## src/rtl/tokbank_pkg.sv

```systemverilog
package tokbank_pkg;
  typedef enum logic [1:0] {
    HOLD_NONE  = 2'd0,
    HOLD_LEFT  = 2'd1,
    HOLD_RIGHT = 2'd2
  } holder_e;
endpackage

```

## src/rtl/tokbank_port_dec.sv

```systemverilog
module tokbank_port_dec #(
  parameter int ADDR_W  = 12,
  parameter int DATA_W  = 8,
  parameter int NUM_SEM = 8,
  localparam int IDX_W  = $clog2(NUM_SEM)
) (
  input  logic               sem_sel,
  input  logic               mem_en,
  input  logic               wr,
  input  logic               rd,
  input  logic [ADDR_W-1:0]  addr,
  input  logic [DATA_W-1:0]  wdata,
  output logic [NUM_SEM-1:0] req_v,
  output logic [NUM_SEM-1:0] rel_v,
  output logic               rd_en,
  output logic [IDX_W-1:0]   rd_idx
);
  logic             go;
  logic [IDX_W-1:0] idx;
  logic             unused_bits;

  assign go          = sem_sel & ~mem_en;
  assign idx         = addr[IDX_W-1:0];
  assign rd_en       = go & rd;
  assign rd_idx      = idx;
  assign unused_bits = ^{addr[ADDR_W-1:IDX_W], wdata[DATA_W-1:1]};

  for (genvar i = 0; i < NUM_SEM; i++) begin : g_sel
    assign req_v[i] = go & wr & ~wdata[0] & (idx == IDX_W'(i));
    assign rel_v[i] = go & wr &  wdata[0] & (idx == IDX_W'(i));
  end
endmodule

```

## src/rtl/tokbank_cell.sv

```systemverilog
module tokbank_cell
  import tokbank_pkg::*;
(
  input  logic    clk,
  input  logic    rst_n,
  input  logic    l_req,
  input  logic    l_rel,
  input  logic    r_req,
  input  logic    r_rel,
  output holder_e holder_q,
  output logic    wait_q
);
  holder_e holder_d;
  logic    wait_d;

  always_comb begin
    holder_d = holder_q;
    wait_d   = wait_q;
    case (holder_q)
      HOLD_NONE: begin
        if (l_req) begin
          holder_d = HOLD_LEFT;
          wait_d   = r_req;
        end else if (r_req) begin
          holder_d = HOLD_RIGHT;
        end
      end
      HOLD_LEFT: begin
        if (r_req)      wait_d = 1'b1;
        else if (r_rel) wait_d = 1'b0;
        if (l_rel) begin
          holder_d = wait_d ? HOLD_RIGHT : HOLD_NONE;
          wait_d   = 1'b0;
        end
      end
      HOLD_RIGHT: begin
        if (l_req)      wait_d = 1'b1;
        else if (l_rel) wait_d = 1'b0;
        if (r_rel) begin
          holder_d = wait_d ? HOLD_LEFT : HOLD_NONE;
          wait_d   = 1'b0;
        end
      end
      default: begin
        holder_d = HOLD_NONE;
        wait_d   = 1'b0;
      end
    endcase
  end

  always_ff @(posedge clk or negedge rst_n) begin
    if (!rst_n) begin
      holder_q <= HOLD_NONE;
      wait_q   <= 1'b0;
    end else begin
      holder_q <= holder_d;
      wait_q   <= wait_d;
    end
  end
endmodule

```

## src/rtl/tokbank_readout.sv

```systemverilog
module tokbank_readout #(
  parameter int DATA_W  = 8,
  parameter int NUM_SEM = 8,
  localparam int IDX_W  = $clog2(NUM_SEM)
) (
  input  logic               clk,
  input  logic               rst_n,
  input  logic               rd_en,
  input  logic [IDX_W-1:0]   rd_idx,
  input  logic [NUM_SEM-1:0] not_mine,
  output logic [DATA_W-1:0]  rdata_q
);
  logic [DATA_W-1:0] rdata_d;

  always_comb begin
    rdata_d = rdata_q;
    if (rd_en) rdata_d = {DATA_W{not_mine[rd_idx]}};
  end

  always_ff @(posedge clk or negedge rst_n) begin
    if (!rst_n) rdata_q <= '1;
    else        rdata_q <= rdata_d;
  end
endmodule

```

## src/rtl/tokbank_top.sv

```systemverilog
module tokbank_top
  import tokbank_pkg::*;
#(
  parameter int ADDR_W  = 12,
  parameter int DATA_W  = 8,
  parameter int NUM_SEM = 8,
  localparam int IDX_W  = $clog2(NUM_SEM)
) (
  input  logic              clk,
  input  logic              rst_n,
  input  logic              l_sem_sel,
  input  logic              l_mem_en,
  input  logic              l_wr,
  input  logic              l_rd,
  input  logic [ADDR_W-1:0] l_addr,
  input  logic [DATA_W-1:0] l_wdata,
  output logic [DATA_W-1:0] l_rdata,
  input  logic              r_sem_sel,
  input  logic              r_mem_en,
  input  logic              r_wr,
  input  logic              r_rd,
  input  logic [ADDR_W-1:0] r_addr,
  input  logic [DATA_W-1:0] r_wdata,
  output logic [DATA_W-1:0] r_rdata
);
  logic [NUM_SEM-1:0]   l_req, l_rel, r_req, r_rel;
  logic                 l_rd_en, r_rd_en;
  logic [IDX_W-1:0]     l_rd_idx, r_rd_idx;
  logic [NUM_SEM-1:0]   l_not_mine, r_not_mine;
  logic [NUM_SEM-1:0]   wait_v;
  logic [2*NUM_SEM-1:0] state_flat;
  holder_e              holder_v [NUM_SEM];

  tokbank_port_dec #(.ADDR_W(ADDR_W), .DATA_W(DATA_W), .NUM_SEM(NUM_SEM)) u_dec_l (
    .sem_sel(l_sem_sel), .mem_en(l_mem_en), .wr(l_wr), .rd(l_rd),
    .addr(l_addr), .wdata(l_wdata), .req_v(l_req), .rel_v(l_rel),
    .rd_en(l_rd_en), .rd_idx(l_rd_idx)
  );

  tokbank_port_dec #(.ADDR_W(ADDR_W), .DATA_W(DATA_W), .NUM_SEM(NUM_SEM)) u_dec_r (
    .sem_sel(r_sem_sel), .mem_en(r_mem_en), .wr(r_wr), .rd(r_rd),
    .addr(r_addr), .wdata(r_wdata), .req_v(r_req), .rel_v(r_rel),
    .rd_en(r_rd_en), .rd_idx(r_rd_idx)
  );

  for (genvar i = 0; i < NUM_SEM; i++) begin : g_cell
    tokbank_cell u_cell (
      .clk(clk), .rst_n(rst_n),
      .l_req(l_req[i]), .l_rel(l_rel[i]),
      .r_req(r_req[i]), .r_rel(r_rel[i]),
      .holder_q(holder_v[i]), .wait_q(wait_v[i])
    );
    assign l_not_mine[i]         = (holder_v[i] != HOLD_LEFT);
    assign r_not_mine[i]         = (holder_v[i] != HOLD_RIGHT);
    assign state_flat[2*i +: 2]  = holder_v[i];
  end

  tokbank_readout #(.DATA_W(DATA_W), .NUM_SEM(NUM_SEM)) u_out_l (
    .clk(clk), .rst_n(rst_n), .rd_en(l_rd_en), .rd_idx(l_rd_idx),
    .not_mine(l_not_mine), .rdata_q(l_rdata)
  );

  tokbank_readout #(.DATA_W(DATA_W), .NUM_SEM(NUM_SEM)) u_out_r (
    .clk(clk), .rst_n(rst_n), .rd_en(r_rd_en), .rd_idx(r_rd_idx),
    .not_mine(r_not_mine), .rdata_q(r_rdata)
  );

  logic unused_wait;
  assign unused_wait = ^wait_v;
endmodule

```

## config.mk

```make
export PLATFORM = sky130hd
export DESIGN_NAME = tokbank_top
export DESIGN_NICKNAME = d
export VERILOG_FILES = /design/src/rtl/tokbank_pkg.sv /design/src/rtl/tokbank_port_dec.sv /design/src/rtl/tokbank_cell.sv /design/src/rtl/tokbank_readout.sv /design/src/rtl/tokbank_top.sv
export SDC_FILE = /design/constraint.sdc
export NUM_CORES = 1
export LEC_CHECK = 0
export ABC_CLOCK_PERIOD_IN_PS = 2900
export BUFFER_PORTS_ARGS = -buffer_cell sky130_fd_sc_hd__buf_2
export CORE_MARGIN = 2
export CORE_UTILIZATION = 35
export DETAILED_ROUTE_END_ITERATION = 12
export GPL_TIMING_DRIVEN = 0
export PLACE_DENSITY = 0.64
export SYNTH_ARGS = -nofsm -noshare
export SYNTH_HDL_FRONTEND = slang
export SYNTH_HIERARCHICAL = 1
export SYNTH_SLANG_ARGS = --single-unit
```

## constraint.sdc

```tcl
create_clock -name clk -period 2.9 [get_ports clk]
set_clock_uncertainty 0.2 [all_clocks]
set_input_delay 0.145 -clock clk [delete_from_list [all_inputs] [get_ports clk]]
set_output_delay 0.145 -clock clk [all_outputs]
set_load 0.02 [all_outputs]
```

### Word level (Yosys, flattened, before mapping)

Index checks and enable logic that the tools add are counted.

| word-level totals | value |
|---|---|
| register bits | 26 |
| input bits | 50 |
| output and inout bits | 16 |
| word-level logic and storage cells | 302 |

| cells by class | value |
|---|---|
| order comparisons | 2 |
| equality and inequality tests | 78 |
| muxes and demuxes | 140 |
| bitwise logic cells | 46 |
| reduce and logical (&&, ||, !) cells | 18 |

Operator list:

| cell | number |
|---|---|
| two-way mux 1 bit | 82 |
| two-way mux 2 bit | 40 |
| inequality test 2 x 1 -> 1 bit, second input constant | 32 |
| one-hot mux 2 bit (3 select lines) | 8 |
| bitwise AND 1 bit | 42 |
| == test 3 bit, second input constant | 8 |
| inequality test 3 x 1 -> 1 bit, second input constant | 8 |
| one-hot mux 1 bit (3 select lines) | 8 |
| AND reduction 3 bit | 8 |
| == test 2 x 1 -> 1 bit, second input constant | 8 |
| == test 2 bit, second input constant | 8 |
| zero test 2 bit | 8 |
| inequality test 2 bit, second input constant | 8 |
| == test 3 x 2 -> 1 bit, second input constant | 4 |
| < comparator 3 x 4 -> 1 bit, second input constant | 2 |
| binary-select mux 1 bit (select 3 bit) | 2 |
| == test 3 x 1 -> 1 bit, second input constant | 2 |
| zero test 3 bit | 2 |
| inverter 1 bit | 4 |

### Logic depth before layout (Yosys ltp)

Gate-level depths: netlist of the first run.

| logic depth | value |
|---|---|
| word-level depth | 11 |
| depth in mapped cells | 7 |
| gate-level depth less buffers | 6 |

### Modules after synthesis

Netlist of the first run, hierarchy kept.

By module, submodules not included:

| module | times used | cells each | area each (um2) | sequential area each (um2) |
|---|---|---|---|---|
| tokbank_cell | 8 | 28 | 214.0 | 75.1 |
| tokbank_port_dec | 2 | 32 | 221.5 | 0.0 |
| tokbank_readout | 2 | 16 | 160.2 | 26.3 |
| tokbank_top | 1 | 16 | 100.1 | 0.0 |

### Least setup slack after synthesis of the first run

OpenSTA, ideal clock, no wires.

| path | value |
|---|---|
| path type | input to register |
| start | in r_addr[0] |
| end | reg g_cell[2].u_cell.wait_q |
| setup time | 0.126 ns |
| arrival time | 1.442 ns |
| required time | 2.574 ns |
| setup slack | 1.132 ns |
| cell stages on the path | 7 |
| buffers on the path | 1 |
| cells stage by stage | buf_2 > or3b_1 > nor2_1 > and2b_1 > o21ai_2 > nor2_1 > a311o_1 |

| on the way | value |
|---|---|
| word-level cells in the longest chain between the ends | 7 |
| elaborated cells between the ends (all ways) | 10 |
| those cells by class | eq/ne (1); mux (7); bitwise (2) |

RTL lines:

| what | RTL line | text |
|---|---|---|
| start, declared | tokbank_top.sv:22 | `input logic [ADDR_W-1:0] r_addr,` |
| == test 3 x 2 -> 1 bit (*) | tokbank_port_dec.sv:30 | `assign rel_v[i] = go & wr & wdata[0] & (idx == IDX_W'(i));` |
| bitwise AND 1 bit (*) | tokbank_port_dec.sv:30 |  |
| net r_rel[2] | tokbank_top.sv:26 | `logic [NUM_SEM-1:0] l_req, l_rel, r_req, r_rel;` |
| two-way mux 1 bit | tokbank_cell.sv:30 | `else if (r_rel) wait_d = 1'b0;` |
| two-way mux 1 bit | tokbank_cell.sv:29 | `if (r_req) wait_d = 1'b1;` |
| two-way mux 1 bit | tokbank_cell.sv:19 | `case (holder_q)` |
| two-way mux 1 bit | tokbank_cell.sv:31 | `if (l_rel) begin` |
| one-hot mux 1 bit (3 select lines) (*) | tokbank_cell.sv:19 |  |
| end signal, assigned | tokbank_cell.sv:57 | `wait_q <= wait_d;` |
| end, declared | tokbank_cell.sv:11 | `output logic wait_q` |

Mark *: on every way through the listed nets, which the timed path passes. The rest lies on a longest branch. The select of a mux whose other input is x is not followed.
A chain may end at the register's enable or synchronous reset.

### Worst setup path in the final report of the first run

| path | value |
|---|---|
| start | in r_mem_en |
| end | reg g_cell[0].u_cell.wait_q |

| on the way | value |
|---|---|
| word-level cells in the longest chain between the ends | 10 |
| elaborated cells between the ends (all ways) | 14 |
| those cells by class | mux (7); bitwise (7) |

RTL lines:

| what | RTL line | text |
|---|---|---|
| start, declared | tokbank_top.sv:19 | `input logic r_mem_en,` |
| inverter 1 bit (*) | tokbank_port_dec.sv:22 | `assign go = sem_sel & ~mem_en;` |
| bitwise AND 1 bit (*) | tokbank_port_dec.sv:22 |  |
| bitwise AND 1 bit (*) (3 in series) | tokbank_port_dec.sv:30 |  |
| net r_rel[0] | tokbank_top.sv:26 |  |
| two-way mux 1 bit | tokbank_cell.sv:30 |  |
| two-way mux 1 bit | tokbank_cell.sv:29 |  |
| two-way mux 1 bit | tokbank_cell.sv:19 |  |
| two-way mux 1 bit | tokbank_cell.sv:31 |  |
| one-hot mux 1 bit (3 select lines) (*) | tokbank_cell.sv:19 |  |
| end signal, assigned | tokbank_cell.sv:57 |  |
| end, declared | tokbank_cell.sv:11 |  |

Marks and branches as above.

==> results of run 1 <==
-- cell type report --
type	instances	share of cell area [%]
multi-input combinational	254	54.8
timing repair buffer	32	6.01
tap	99	4.25
inverter	26	3.35
clock buffer	3	1.42
buffer	30	7.73
sequential	26	22.4
-- final timing paths --
kind / from / to / slack, ns / cells after the start
worst max-delay path: r_mem_en / g_cell[0].u_cell/wait_q / 0.97 / 7
worst min-delay path: r_sem_sel / u_out_r/rdata_q[0] / 0.008 / 3
worst max register to register: g_cell[4].u_cell/holder_q[0] / u_out_r/rdata_q[0] / 1.27 / 4
worst min register to register: u_out_r/rdata_q[0] / u_out_r/rdata_q[0] / 0.33 / 2
max in group asynchronous: rst_n / g_cell[3].u_cell/holder_q[1] / 1.91 / 2
min in group asynchronous: rst_n / g_cell[4].u_cell/holder_q[1] / 0.19 / 2
-- power breakdown --
part           leakage, nW  switching (mW)  internal [mW]
sequential           0.348          0.0626          0.401
clock               0.0216           0.128         0.0937
combinational        0.842           0.223          0.216
total                 1.21           0.414          0.710
-- flip-flops by register name, indices dropped and copies added, names as in the netlist --
signal,count
g_cell.u_cell/holder_q,16
u_out_r/rdata_q,1
u_out_l/rdata_q,1
g_cell.u_cell/wait_q,8
-- cells in the mapped netlist --
cell type / count
nand3_1: 2
buf_6: 4
nor2_1: 76
a2bb2oi_1: 16
nor4b_2: 4
mux4_2: 2
buf_2: 4
nor2b_1: 32
dfrtp_1: 24
mux2i_1: 10
dfstp_2: 2
a311o_1: 8
o22ai_1: 8
buf_4: 20
nor3_1: 12
clkbuf_2: 2
o211ai_1: 8
a21oi_1: 16
and3b_1: 2
nand2b_1: 16
nand4bb_1: 2
inv_1: 26
nor4_1: 4
o21ai_2: 8
nand2_1: 10
nand4b_2: 2
and2b_1: 8
or3b_1: 4
nand3b_1: 4
-- through the flow --
step                      worst slack, ns  power (mW)
after floorplan                      1.13       0.798
after global placement              0.730       0.898
after detailed placement            0.660       0.907
after CTS                           0.959        1.13
after global routing                0.763        1.20
final                               0.971        1.12
-- worst register-to-register path, delay by kind of cell, from the launching register on --
family / cells / cell delay, ns
simple gates: 1 / 0.15
mux: 3 / 0.71
flops: 1 / 0.50
-- kinds of logic after synthesis --
family	count (synthesis)
AO/OA/AOI/OAI	64
AND/OR/NAND/NOR	178
flip-flops	26
multiplexers	12
buffers and inverters	56
-- repair_timing --
action / CTS / global route
hold buffers: 3 / 0
endpoints found under the hold margin: 26 / 0
setup buffers: 0 / 0
-- routing by layer --
| layer | vias to the layer above | routed length (um) | GRT usage, % |
|---|---|---|---|
| li1 | 1212 | - | - |
| met1 | 1087 | 2960 | 21.1 |
| met2 | 52 | 2680 | 25.6 |
| met3 | 7 | 289 | 2.10 |
| met4 | 0 | 97 | 4.49 |
| met5 | - | 0 | 0 |
==> flow_metrics.env, run 1 <==
export IMPL_dieWidth_um=89.8
export IMPL_leakage_nw=1.21
export IMPL_fin_tns_setup_ns=0
export IMPL_placed_area_mm2=0.00284
export IMPL_clockBufferDepth=2
export IMPL_fin_area_mm2=0.00292
export IMPL_outcome="finished, final reports clean"
export IMPL_synth_nets=386
export IMPL_cts_max_level=1
export IMPL_tritoncts="built"
export IMPL_via_per_inst=5.02
export IMPL_syn2layout_area_growth_pct=13.2
export IMPL_min_period_ns=1.93
export IMPL_drt_total_wl_um=6020
export IMPL_critPathBufInv=1
export IMPL_clk_pin_slew_worst_paths_ns=0.10
export IMPL_overflow=0
export IMPL_fp_coreArea_mm2=0.00718
export IMPL_avgSynthCellArea_um2=7.66
export IMPL_cts_buffers=3
export IMPL_clock_sinks=26
export IMPL_final_common_cell="nor2_1"
export IMPL_drive_above_1_share_pct=21.6
export IMPL_port_buffers=29
export IMPL_synth_adder_area_share_pct=0
export IMPL_cp_max_fo=8
export IMPL_dpl_cell_count=464
export IMPL_critical_path_class="input pin to register"
export IMPL_fin_util_pct=40.6
export IMPL_p_per_area_mw_per_mm2=386
export IMPL_slowest_delay_ns=0.50
export IMPL_syn_inst=336
export IMPL_fp_dieH_um=89.8
export IMPL_worstSkewPairLatency_ns=0.28
export IMPL_drtIter0Drc=113
export IMPL_synth_xor_area_share_pct=0
export IMPL_hold_violations=0
export IMPL_dpl_hpwl_um=4520
export IMPL_io_pins=66
export IMPL_grt_pass1_vias=2337
export IMPL_multi_input_area_mm2=0.00160
export IMPL_rsz0062_at_grt="false"
export IMPL_cp_slowest_cell="nor4_1"
export IMPL_yosysUniqueCellTypes=29
export IMPL_antenna_cells=0
export IMPL_final_cell_mix="nor2_1, buf_2, nor2b_1"
export IMPL_start_kind="input pin"
export IMPL_grt_max_degree=27
export IMPL_yosys_area_share_simple_pct=37.8
export IMPL_gp_congestion=0.880
export IMPL_finalSetupViolCount=0
export IMPL_num_rows=31
export IMPL_layoutNonFillerInstCount=470
export IMPL_yosysSeqAreaShare_pct=25.4
export IMPL_grt_pass1_wl_um=10600
export IMPL_cts_repair_resized=0
export IMPL_yosysWarnings=6
export IMPL_holdWs_ns=0.00823
export IMPL_worstPathRequired_ns=2.87
export IMPL_crit_path_end_kind="register"
export IMPL_antenna_found_initial=0
export IMPL_timing_final_max_slew_violations=0
export IMPL_drc=0
export IMPL_max_freq_mhz=518
export IMPL_seq_area_um2=653
export IMPL_synthMuxAreaShare_pct=5.64
export IMPL_avgRoutedWirePerCell_um=12.8
export IMPL_dieArea_mm2=0.00806
export IMPL_relSlewSlack_pct=50.4
export IMPL_fill_cells=715
export IMPL_ys_top_cells_by_area="dfrtp_1, nor2_1, nor2b_1"
export IMPL_synth_top_cell_by_area="dfrtp_1"
export IMPL_track_usage_pct=15.4
export IMPL_netlist_area_mm2=0.00257
export IMPL_ant_nets=0
export IMPL_worst_pin_slew_ns=0.737
export IMPL_via_count=2358
export IMPL_ir_drop_v=0.000174
export IMPL_critical_path_cell_chain="buf_2, nand4b_2, nor4_1, and2b_1, o21ai_2, nor2_1, a311o_1"
export IMPL_hp_class="input pin to register"
export IMPL_synth_top_family_by_area="simple AND/OR/NAND/NOR gates"
export IMPL_critPathArrivalTime_ns=1.90
export IMPL_synth_top_area_share_pct=23.3
export IMPL_synth_compound_area_share_pct=18.7
export IMPL_drv_cap=0
export IMPL_nets=423
export IMPL_ys_ff_latch=26
export IMPL_ctsRootBufferMaster="clkbuf_8"
export IMPL_path_delay_family="simple AND/OR/NAND/NOR gates"
export IMPL_dr_pass1_iters=4
export IMPL_fin_crit_sh_pct=66.5
export IMPL_start_util_pct=35.9
(Power assumes the default switching activity.)
==> inputs of run 2 (changes only) <==
--- a/config.mk
+++ b/config.mk
@@ -5,7 +5,8 @@
 export SDC_FILE = /design/constraint.sdc
 export NUM_CORES = 1
 export LEC_CHECK = 0
-export ABC_CLOCK_PERIOD_IN_PS = 2900
+export ABC_AREA = 1
+export ABC_CLOCK_PERIOD_IN_PS = 1970
 export BUFFER_PORTS_ARGS = -buffer_cell sky130_fd_sc_hd__buf_2
 export CORE_MARGIN = 2
 export CORE_UTILIZATION = 35
==> constraint.sdc (replaced) <==
create_clock -name clk -period 1.97 [get_ports clk]
set_clock_uncertainty 0.2 [all_clocks]
set_input_delay 0.0985 -clock clk [delete_from_list [all_inputs] [get_ports clk]]
set_output_delay 0.0985 -clock clk [all_outputs]
set_load 0.02 [all_outputs]
==> run 2 against run 1 <==
Compared with the run above: total power is 96% higher; largest power group is now combinational logic; setup slack worse by 0.46 ns; register-to-register slack got worse by 0.61 ns; clock power rose by 61%; count of clock-buffer cells in the layout up 1; synthesized area grew 1.2%; sequential cell count unchanged; critical path depth shrank 5; routed wire length decreased by 0.98%; critical endpoint is now l_rdata[3]; cell area rose by 1.8%; sequential share of layout area shrank 0.41 points; utilization is 0.53 points higher.
==> flow_metrics.env, run 2 <==
export IMPL_leakage_nw=1.67
export IMPL_hold_violations=0
export IMPL_cp_max_fo=9
export IMPL_synth_top_area_share_pct=23.1
export IMPL_holdPathEnd="u_out_r/rdata_q[0]"
export IMPL_finalSetupViolCount=0
export IMPL_grt_pass1_wl_um=10600
export IMPL_start_kind="register"
export IMPL_drive_above_1_share_pct=15.5
export IMPL_regMostFlops="g_cell.u_cell/holder_q"
export IMPL_pre_cts_slack_ns=0.473
export IMPL_fp_coreArea_mm2=0.00721
export IMPL_layoutNonFillerInstCount=608
export IMPL_min_period_ns=1.46
export IMPL_largest_register_ffs=16
export IMPL_gp_congestion=0.822
export IMPL_ant_nets=0
export IMPL_slowest_delay_ns=0.61
export IMPL_fin_area_mm2=0.00297
export IMPL_dieWidth_um=90.3
export IMPL_synthFlopType="dfrtp_1"
export IMPL_syn2layout_area_growth_pct=14.0
export IMPL_reg2regPathDepth=6
export IMPL_relSlewSlack_pct=58.0
export IMPL_ctsRootBufferMaster="clkbuf_8"
export IMPL_critical_path_cell_chain="buf_4, buf_2"
export IMPL_drv_cap=0
export IMPL_yosysMostFrequentCell="nand2_1"
export IMPL_r2r_setup_slack_ns=0.66
export IMPL_setup_slack_ns=0.514
export IMPL_dpl_cell_count=602
export IMPL_netlist_area_mm2=0.00260
export IMPL_yosysWarnings=6
export IMPL_drt_total_wl_um=5960
export IMPL_r2r_end="g_cell[4].u_cell/holder_q[1]"
export IMPL_path_delay_family="flip-flops"
export IMPL_rsz0062_at_grt="false"
export IMPL_avgSynthCellArea_um2=5.54
export IMPL_fp_dieH_um=90.3
export IMPL_fin_tns_setup_ns=0
export IMPL_seq_area_um2=653
export IMPL_ys_top_cells_by_area="dfrtp_1, nand2_1, inv_1"
export IMPL_outcome="finished, final reports clean"
export IMPL_drc=0
export IMPL_ir_drop_v=0.000277
export IMPL_yosysSeqAreaShare_pct=25.1
export IMPL_worstReg2RegStart="g_cell[4].u_cell/holder_q[0]"
export IMPL_critPathArrivalTime_ns=1.16
export IMPL_clock_sinks=26
export IMPL_syn_inst=470
export IMPL_synthTopCellsByCount="nand2_1, inv_1, nor2_1"
export IMPL_avgRoutedWirePerCell_um=9.80
export IMPL_synthMuxAreaShare_pct=0
export IMPL_synth_top_cell_by_area="dfrtp_1"
export IMPL_worst_pin_slew_ns=0.631
export IMPL_fin_util_pct=41.2
export IMPL_synth_adder_area_share_pct=0
export IMPL_via_per_inst=4.43
export IMPL_ys_ff_latch=26
export IMPL_dr_pass1_iters=4
export IMPL_io_pins=66
export IMPL_multi_input_area_mm2=0.00142
export IMPL_hp_class="input pin to register"
export IMPL_drtIter0Drc=159
export IMPL_critPathBufInv=2
export IMPL_yosys_area_share_simple_pct=46.8
export IMPL_dpl_hpwl_um=4710
export IMPL_antenna_found_initial=0
export IMPL_tritoncts="built"
export IMPL_num_rows=31
export IMPL_via_count=2696
export IMPL_reg_top3="g_cell.u_cell/holder_q: 16 flops, g_cell.u_cell/wait_q: 8 flops"
export IMPL_final_cell_mix="nand2_1, inv_1, nor2_1"
export IMPL_hold_start="r_rd"
export IMPL_finalPower_mw=2.21
export IMPL_overflow=0
export IMPL_fill_cells=817
export IMPL_dieArea_mm2=0.00815
export IMPL_crit_path_end_kind="output port"
export IMPL_critical_path_class="register to output port"
export IMPL_cts_buffers=3
export IMPL_cp_slowest_cell="dfstp_2"
export IMPL_synth_enable_flop_cells=0
export IMPL_clockBufferDepth=2
export IMPL_synth_nets=520
export IMPL_nets=560
export IMPL_synth_top_family_by_area="simple AND/OR/NAND/NOR gates"
export IMPL_grt_max_degree=27
export IMPL_yosysUniqueCellTypes=13
export IMPL_timing_final_max_slew_violations=0
export IMPL_track_usage_pct=15.4
export IMPL_clk_pin_slew_worst_paths_ns=0.10
export IMPL_synth_xor_area_share_pct=0
export IMPL_cts_max_level=1
export IMPL_holdWs_ns=0.0397
export IMPL_cts_setup_buffers=0
export IMPL_final_common_cell="nand2_1"
export IMPL_whs_path_depth=5
export IMPL_grt_pass1_vias=2457
export IMPL_async_flop_share_pct=100
export IMPL_max_freq_mhz=687
export IMPL_port_buffers=33
export IMPL_synth_compound_area_share_pct=7.68
export IMPL_antenna_cells=0
export IMPL_start_util_pct=36.1
export IMPL_p_per_area_mw_per_mm2=743
export IMPL_fin_crit_sh_pct=73.9
export IMPL_placed_area_mm2=0.00289
export IMPL_worstPathRequired_ns=1.67
export IMPL_worstSkewPairLatency_ns=0.28
## run 2: changes by cell type after synthesis, moves of 10 or more
cell	change
inv_1	+68
mux2i_1	-10
nand2b_1	-16
nor2b_1	-32
o21ai_0	+24
nor3_1	-12
a2bb2oi_1	-16
nand2_1	+142
nor2_1	-12
nand3_1	+50
## run 2: how the worst max path moves through the flow
stage | start | endpoint | slack, ns | depth (start not counted)
floorplan | r_mem_en | g_cell[0].u_cell/wait_q | 0.79 | 10
global placement | r_mem_en | g_cell[1].u_cell/wait_q | 0.48 | 11
detailed placement | r_mem_en | g_cell[4].u_cell/wait_q | 0.47 | 11
CTS | u_out_l/rdata_q[0] | l_rdata[1] | 0.49 | 2
global route | u_out_l/rdata_q[0] | l_rdata[3] | 0.43 | 2
finish | u_out_l/rdata_q[0] | l_rdata[3] | 0.51 | 2
## run 2: cell families after synthesis
family          Yosys count
compound gates           40
simple gates            282
buf+inv                 122
flops                    26
## run 2: per-layer routing
layer  routed length [um]  track usage, %
met1                 2930            20.4
met2                 2810            26.9
met3                  183            1.50
met4                   40            3.85
met5                    0               0
## run 2: timing repair
item	in CTS	in global routing
hold buffers	2	0
endpoints found under the hold margin	25	0
gates resized for setup	0	0
endpoints found under the setup margin	0	0
## run 2: where the power goes
group	switching (mW)	internal [mW]
logic	0.666	0.409
registers	0.132	0.642
clock network	0.178	0.179
## run 2: final cells by class
| class | count | area share [%] |
|---|---|---|
| Buffer | 20 | 5.06 |
| Timing Repair Buffer | 35 | 6.24 |
| Tap cell | 99 | 4.17 |
| Clock buffer | 4 | 1.85 |
| Sequential cell | 26 | 22.0 |
| Multi-Input combinational cell | 322 | 47.8 |
| Inverter | 102 | 12.9 |
## run 2: worst min-delay path, cell delays in order
cell and delay [ns]:
buf_2 0.07, and3_1 0.20, inv_1 0.05, nand2_1 0.05, nand2_1 0.04
